$ cat src/rtl/irqc_pkg.sv
package irqc_pkg;
   localparam int KIND_W     = 2;
   localparam int GRP_SEL_W  = 2;
   localparam int REG_ADDR_W = KIND_W + GRP_SEL_W;
   localparam int MAX_GROUPS = 1 << GRP_SEL_W;

   typedef enum logic [KIND_W-1:0] {
      REG_MASK = 2'd0,
      REG_POL  = 2'd1,
      REG_MODE = 2'd2,
      REG_PEND = 2'd3
   } irqc_kind_e;
endpackage

$ cat src/rtl/irqc_sync.sv
module irqc_sync #(
   parameter int W      = 8,
   parameter int STAGES = 2
) (
   input  logic         clk,
   input  logic         rst_n,
   input  logic [W-1:0] d,
   output logic [W-1:0] q
);
   logic [W-1:0] stg_q [STAGES];

   always_ff @(posedge clk or negedge rst_n) begin
      if (!rst_n) begin
         for (int s = 0; s < STAGES; s++) stg_q[s] <= '0;
      end else begin
         stg_q[0] <= d;
         for (int s = 1; s < STAGES; s++) stg_q[s] <= stg_q[s-1];
      end
   end

   assign q = stg_q[STAGES-1];
endmodule

$ cat src/rtl/irqc_detect.sv
module irqc_detect #(
   parameter int W = 8
) (
   input  logic         clk,
   input  logic         rst_n,
   input  logic [W-1:0] lvl,
   input  logic [W-1:0] pol,
   input  logic [W-1:0] trig_edge,
   output logic [W-1:0] set
);
   logic [W-1:0] prev_q;
   logic [W-1:0] act_now;
   logic [W-1:0] act_prev;

   always_ff @(posedge clk or negedge rst_n) begin
      if (!rst_n) prev_q <= '0;
      else        prev_q <= lvl;
   end

   // polarity 1 inverts the line so that a low level counts as active
   assign act_now  = lvl ^ pol;
   assign act_prev = prev_q ^ pol;
   assign set      = act_now & ~(trig_edge & act_prev);
endmodule

$ cat src/rtl/irqc_group.sv
module irqc_group #(
   parameter int W = 8
) (
   input  logic         clk,
   input  logic         rst_n,
   input  logic [W-1:0] lvl,
   input  logic         wr_mask,
   input  logic         wr_pol,
   input  logic         wr_mode,
   input  logic [W-1:0] clr,
   input  logic [W-1:0] wdata,
   output logic [W-1:0] mask_q,
   output logic [W-1:0] pol_q,
   output logic [W-1:0] mode_q,
   output logic [W-1:0] pend_q,
   output logic [W-1:0] set
);
   irqc_detect #(.W(W)) u_det (
      .clk      (clk),
      .rst_n    (rst_n),
      .lvl      (lvl),
      .pol      (pol_q),
      .trig_edge(mode_q),
      .set      (set)
   );

   always_ff @(posedge clk or negedge rst_n) begin
      if (!rst_n) begin
         mask_q <= '0;
         pol_q  <= '0;
         mode_q <= '0;
         pend_q <= '0;
      end else begin
         if (wr_mask) mask_q <= wdata;
         if (wr_pol)  pol_q  <= wdata;
         if (wr_mode) mode_q <= wdata;
         // a new detection takes priority over a clear in the same cycle
         pend_q <= (pend_q & ~clr) | set;
      end
   end
endmodule

$ cat src/rtl/irq_aggregator.sv
module irq_aggregator
   import irqc_pkg::*;
#(
   parameter int NUM_GROUPS  = 4,
   parameter int GROUP_W     = 8,
   parameter int SYNC_STAGES = 2
) (
   input  logic                          clk,
   input  logic                          rst_n,
   input  logic [NUM_GROUPS*GROUP_W-1:0] src_in,
   input  logic                          reg_wr,
   input  logic [REG_ADDR_W-1:0]         reg_addr,
   input  logic [GROUP_W-1:0]            reg_wdata,
   output logic [GROUP_W-1:0]            reg_rdata,
   output logic                          irq
);
   localparam int NUM_SRC = NUM_GROUPS * GROUP_W;

   if (NUM_GROUPS < 1 || NUM_GROUPS > MAX_GROUPS) begin : g_bad_groups
      $error("irq_aggregator: NUM_GROUPS must be 1..%0d", MAX_GROUPS);
   end
   if (GROUP_W < 1) begin : g_bad_width
      $error("irq_aggregator: GROUP_W must be at least 1");
   end
   if (SYNC_STAGES < 2) begin : g_bad_sync
      $error("irq_aggregator: SYNC_STAGES must be at least 2");
   end

   irqc_kind_e           reg_kind;
   logic [GRP_SEL_W-1:0] reg_grp;
   logic [NUM_SRC-1:0]   src_sync;
   logic [NUM_SRC-1:0]   set_vec;
   logic [NUM_SRC-1:0]   clr_vec;
   logic [NUM_SRC-1:0]   mask_vec;
   logic [NUM_SRC-1:0]   pol_vec;
   logic [NUM_SRC-1:0]   mode_vec;
   logic [NUM_SRC-1:0]   pend_vec;

   assign reg_kind = irqc_kind_e'(reg_addr[REG_ADDR_W-1:GRP_SEL_W]);
   assign reg_grp  = reg_addr[GRP_SEL_W-1:0];

   irqc_sync #(.W(NUM_SRC), .STAGES(SYNC_STAGES)) u_sync (
      .clk  (clk),
      .rst_n(rst_n),
      .d    (src_in),
      .q    (src_sync)
   );

   for (genvar g = 0; g < NUM_GROUPS; g++) begin : g_grp
      logic grp_hit;
      assign grp_hit = reg_wr && (reg_grp == GRP_SEL_W'(g));
      assign clr_vec[g*GROUP_W +: GROUP_W] =
         (grp_hit && reg_kind == REG_PEND) ? reg_wdata : '0;

      irqc_group #(.W(GROUP_W)) u_grp (
         .clk    (clk),
         .rst_n  (rst_n),
         .lvl    (src_sync[g*GROUP_W +: GROUP_W]),
         .wr_mask(grp_hit && reg_kind == REG_MASK),
         .wr_pol (grp_hit && reg_kind == REG_POL),
         .wr_mode(grp_hit && reg_kind == REG_MODE),
         .clr    (clr_vec[g*GROUP_W +: GROUP_W]),
         .wdata  (reg_wdata),
         .mask_q (mask_vec[g*GROUP_W +: GROUP_W]),
         .pol_q  (pol_vec[g*GROUP_W +: GROUP_W]),
         .mode_q (mode_vec[g*GROUP_W +: GROUP_W]),
         .pend_q (pend_vec[g*GROUP_W +: GROUP_W]),
         .set    (set_vec[g*GROUP_W +: GROUP_W])
      );
   end

   always_comb begin
      reg_rdata = '0;
      for (int g = 0; g < NUM_GROUPS; g++) begin
         if (reg_grp == GRP_SEL_W'(g)) begin
            case (reg_kind)
               REG_MASK: reg_rdata = mask_vec[g*GROUP_W +: GROUP_W];
               REG_POL:  reg_rdata = pol_vec[g*GROUP_W +: GROUP_W];
               REG_MODE: reg_rdata = mode_vec[g*GROUP_W +: GROUP_W];
               default:  reg_rdata = pend_vec[g*GROUP_W +: GROUP_W];
            endcase
         end
      end
   end

   assign irq = |(pend_vec & mask_vec);
endmodule

$ cat config.mk
export PLATFORM = sky130hd
export DESIGN_NAME = irq_aggregator
export DESIGN_NICKNAME = d
export VERILOG_FILES = /design/src/rtl/irqc_pkg.sv /design/src/rtl/irqc_sync.sv /design/src/rtl/irqc_detect.sv /design/src/rtl/irqc_group.sv /design/src/rtl/irq_aggregator.sv
export SDC_FILE = /design/constraint.sdc
export NUM_CORES = 1
export LEC_CHECK = 0
export BUFFER_PORTS_ARGS = -buffer_cell sky130_fd_sc_hd__buf_2
export CORE_ASPECT_RATIO = 1.2
export CORE_MARGIN = 4
export CORE_UTILIZATION = 54
export DETAILED_ROUTE_END_ITERATION = 12
export PLACE_DENSITY = 0.75
export SETUP_SLACK_MARGIN = 0.02
export SLEW_MARGIN = 0
export SYNTH_ARGS = -nofsm -noshare
export SYNTH_HDL_FRONTEND = slang
export SYNTH_SLANG_ARGS = --single-unit
$ cat constraint.sdc
create_clock -name clk -period 1.45 [get_ports clk]
set_clock_uncertainty 0.2 [all_clocks]
set_input_delay 0.145 -clock clk [delete_from_list [all_inputs] [get_ports clk]]
set_output_delay 0.145 -clock clk [all_outputs]
set_load 0.03 [all_outputs]
# == After elaboration in Yosys (flattened, before gate mapping) ==
# Index checks and enable logic that the tools add are counted.
# word_totals
output_inout_bits,9
inputBits,47
wordCells,96
regBits,224
# classes
n_eq_ne,6
n_reduce_logical,23
bitwise_logic,33
n_mux,12
# op_table
op,count
bitwise AND 8 bit,12
one-hot mux 8 bit (3 select lines),4
two-way mux 8 bit,8
inverter 8 bit,8
XOR 8 bit,8
bitwise AND 32 bit,1
bitwise OR 8 bit,4
OR reduction 32 bit,1
logical AND 1 bit,20
equality test 2 bit (second input constant),4
equality test 2 x 1 -> 1 bit (second input constant),2
logical NOT 2 bit,2

# == Longest topological paths before layout ==
# depth
depth_word,7
mapped_depth,6
depth_no_buf,3

# == By module ==
# From an unflattened synthesis, not the netlist that was laid out.
# hier_totals
hier_cells,699
hier_area_um2,10173.5
# modules_own_cells
mod,cells_each,instances,seq_area_each_um2,area_each_um2
irqc_group,75,4,800.8,1285.0
irqc_sync,96,1,1601.5,1841.8
irqc_detect,39,4,200.2,415.4
irq_aggregator,147,1,0.0,1530.2

# == Least setup slack after synthesis ==
# OpenSTA, ideal clock, no wires.
# synth_path
kind,input-to-output
start,input port reg_addr[3]
end,output port reg_rdata[2]
path_buffers,2
t_arrival_ns,1.398
stages,5
setup_slack_ns,-0.293
required_ns,1.105
cell_sequence,buf_6 -> buf_2 -> mux4_2 -> a22oi_1 -> nand2_1
# synth_via
elab_chain_cells,6
elab_cells_between_ends,11
classes_between,2 x eq/ne; 8 x mux; 1 x reduce/logical
# synth_lines
element,line,source
start: declaration,irq_aggregator.sv:12,"input logic [REG_ADDR_W-1:0] reg_addr,"
equality test 2 bit (tied with other cells),irq_aggregator.sv:76,case (reg_kind)
one-hot mux 8 bit (3 select lines),irq_aggregator.sv:76,
two-way mux 8 bit (3 in a row),irq_aggregator.sv:75,if (reg_grp == GRP_SEL_W'(g)) begin
two-way mux 8 bit (*),irq_aggregator.sv:75,
end: declaration,irq_aggregator.sv:14,"output logic [GROUP_W-1:0] reg_rdata,"
# Every way passes the cells marked *; elsewhere a longest branch is shown, timed or not.

# == Worst setup path after layout ==
# layout_path
start,register g_grp[3].u_grp.pend_q[4]
end,output port irq
# layout_via
elab_chain_cells,2
# layout_lines
element,line,source
start: declaration,irqc_group.sv:15,"output logic [W-1:0] pend_q,"
start signal: assignment,irqc_group.sv:38,pend_q <= (pend_q & ~clr) | set;
bitwise AND 32 bit,irq_aggregator.sv:86,assign irq = |(pend_vec & mask_vec);
OR reduction 32 bit,irq_aggregator.sv:86,
end: declaration,irq_aggregator.sv:15,output logic irq
# No other way between the ends.

==> flow_summary.yaml <==
status:
  status: "finished with violations"
  violations: "negative hold slack, negative setup slack"
placement:
  dp.cells: 996
  port_buffers: 55
  detailedPlace.worstSlack_ps: -541
  gp_congestion: 0.845
  hpwl_mm: 16.1
cts:
  path_clk_slew_ps: 60
  cts_max_path_buffers: 3
  cts_tree: "yes"
  insertion_delay_ps: 510
  htreeDepth: 1
  ctsHoldBuffers: 41
  cts_sinks: 224
  numCtsBuffers: 23
  cts_root_buffer: "clkbuf_16"
setup_path:
  crit_path_start_kind: "flip-flop"
  cp_slowest_cell: "or4_4"
  worstPathCellList: "a22oi_2 > nand4_1 > or4_4 > buf_6"
  r2r_slack_ps: 20
  end_kind: "output pin"
  cp_max_fo: 3
  slowest_delay_ps: 570
  arrival_ps: 2050
  cp_data_required_time_ps: 1110
  critPathKind: "reg -> out"
yosys:
  synth_xor_area_frac: 0.00190
  yosys_warnings: 0
  synth_most_common_cell: "dfrtp_1"
  synthSimpleGateAreaFrac: 0.0926
  synthFlopType: "dfrtp_1"
  yosys-top-cells-count: "dfrtp_1 (224), mux2_2 (94), nor2b_1 (33)"
  postSynth.asyncResetShare: 1.00
  synth-adder-area-share: 0
  synth_area_sq_mm: 0.00924
  synth_top_area_frac: 0.607
  synth-edff-count: 0
  yosysSeqAreaShare: 0.607
  postSynthCellCount: 609
  synth_compound_area_frac: 0.0777
  synth_top_family_by_area: "multiplexers"
  synth_cell_types: 31
  syn_nets: 656
  synth_largest_area_cell: "dfrtp_1"
  avgSynthCellArea_sq_um: 15.2
  synthMuxAreaShare: 0.201
  ys_ff_latch: 224
  synth_area_leaders: "dfrtp_1 (61%), mux2_2 (11%), mux4_1 (4.5%), mux4_2 (3.9%), a221o_1 (3.4%)"
die:
  die_w_um: 127
  rows: 52
  dieHeight_um: 151
  dieArea_sq_mm: 0.0193
  initial_core_util: 0.548
  io_pins: 56
  core_area_sq_mm: 0.0169
power_and_ir_drop:
  power_per_cell_area_mw_per_mm2: 1420
  irDropWorstVdd_uv: 1000
  finalPower_uw: 17800
  leakage_uw: 0.00536
sta:
  slew-limit-headroom: 0.737
  tightest_slew_ps: 395
  drv_slew: 0
  period_needed_ps: 2400
  whs_ps: -60.2
  grt_setup_unrepaired: "yes"
  min_period_over_period: 1.65
  max_freq_mhz: 417
  final-setup-viol-count: 9
  layout_setup_ws_ps: -947
  hold_violations: 36
detailed_routing:
  drcViolationCount: 0
  detail_route.first_pass.iterations: 5
  antenna_left: 0
  wire_per_inst_um: 22.6
  vias_per_cell: 5.96
  wl_mm: 24.7
  vias: 6506
  drtIter0Drc: 491
finish:
  n_antenna_cell: 0
  area_growth_pct: 36.2
  nNetsFinal: 906
  drive_gt1_frac: 0.490
  stdcell_count: 1091
grt:
  grt_pass1_vias: 7119
  antenna_found_initial: 0
  gr-usage-all-layers: 0.259
  grt_pass1_wl_mm: 38.3
  grt.overflow.total: 0
  grt_max_degree: 48
run:
  max_cap_violations: 0
min_path:
  hp-class: "in -> async"
## worst paths after layout
check | endpoint | from | depth (start not counted)
min in group clk | u_sync.stg_q[50] | src_in[18] | 2
worst min register to register | u_sync.q[8] | u_sync.stg_q[40] | 0
worst max register to register | g_grp[3].u_grp.pend_q[5] | g_grp[3].u_grp.mode_q[5] | 4
worst max-delay path | irq | g_grp[3].u_grp.pend_q[4] | 4
worst min-delay path | g_grp[1].u_grp.u_det.prev_q[7] | rst_n | 2
max in group asynchronous | u_sync.q[12] | rst_n | 3
## placed cells by master, fill, tap and decap left out, types with 2 or more instances in the layout
cell / n
dfrtp_1: 224
buf_4: 125
mux2_2: 87
buf_2: 43
dlygate4sd3_1: 41
nor2b_1: 33
a21oi_1: 32
nand3_1: 32
a221o_1: 31
mux4_2: 31
nor3b_1: 30
a22oi_2: 27
clkbuf_16: 24
buf_6: 22
buf_12: 20
nand2_2: 10
mux2_4: 7
nor2_4: 6
a22oi_1: 5
bufinv_16: 5
nand4_1: 4
clkbuf_1: 4
clkinvlp_4: 4
clkbuf_8: 3
nand2b_1: 2
nand3b_4: 2
nand2_4: 2
mux2_1: 2
nor3_4: 2
clkinv_2: 2
## report_power, final
group,internal (uW),switching [uW],total (uW)
Clock,3960,2430,6390
Sequential,7050,573,7620
Combinational,2260,1550,3810
Total,13300,4540,17800
## area by class of cell
type	count	area (sq um)
fillers	1006	4270
repair buffers	254	2260
multi-input cells	356	3630
clock inverters	11	190
flip-flops and latches	224	5610
clock buffers	30	632
well taps	216	270
## flip-flops by register name, indices dropped and copies added (netlist names)
register,flops
g_grp.u_grp.u_det.prev_q,32
u_sync.q,32
g_grp.u_grp.mode_q,32
g_grp.u_grp.pend_q,32
u_sync.stg_q,32
g_grp.u_grp.pol_q,32
g_grp.u_grp.mask_q,32
## repair_timing
action,CTS,global route
hold endpoints to repair,370,35
endpoints found under the setup margin,16,48
cloned,0,1
buffers inserted,6,6
resized for setup,36,18
pin swaps,18,17
## cells by family after synthesis
kind of cell,count (synthesis)
AOI/OAI and AO/OA,96
xor gates and xnor gates,2
buffers and inverters,29
DFF,224
muxes,128
and+or+nand+nor,130
## critical path, delay by kind of cell, from the launching register on
family / cells / cell delay (ps)
AO/OA/AOI/OAI: 1 / 240
flip-flops: 1 / 450
AND/OR/NAND/NOR: 2 / 690
buffers and inverters: 1 / 160
## metrics by stage
step | TNS (ps) | cell area (sq um) | util
4_1_cts | -7910 | 12400 | 0.738
5_1_grt | -8020 | 12600 | 0.747
3_5_place_dp | -59740 | 11000 | 0.654
3_3_place_gp | -57220 | 11000 | 0.654
6_report | -7600 | 12600 | 0.747
2_1_floorplan | -1620 | 9400 | -
## metal layers
metal  track usage  share of wire  up-vias
met3        0.0462          0.065       88
li1              -              -     2822
met2         0.452           0.52      260
met1         0.314           0.37     3336
met5             0              0        -
met4         0.122          0.049        0
No activity file was read; power rests on OpenSTA's default activity.
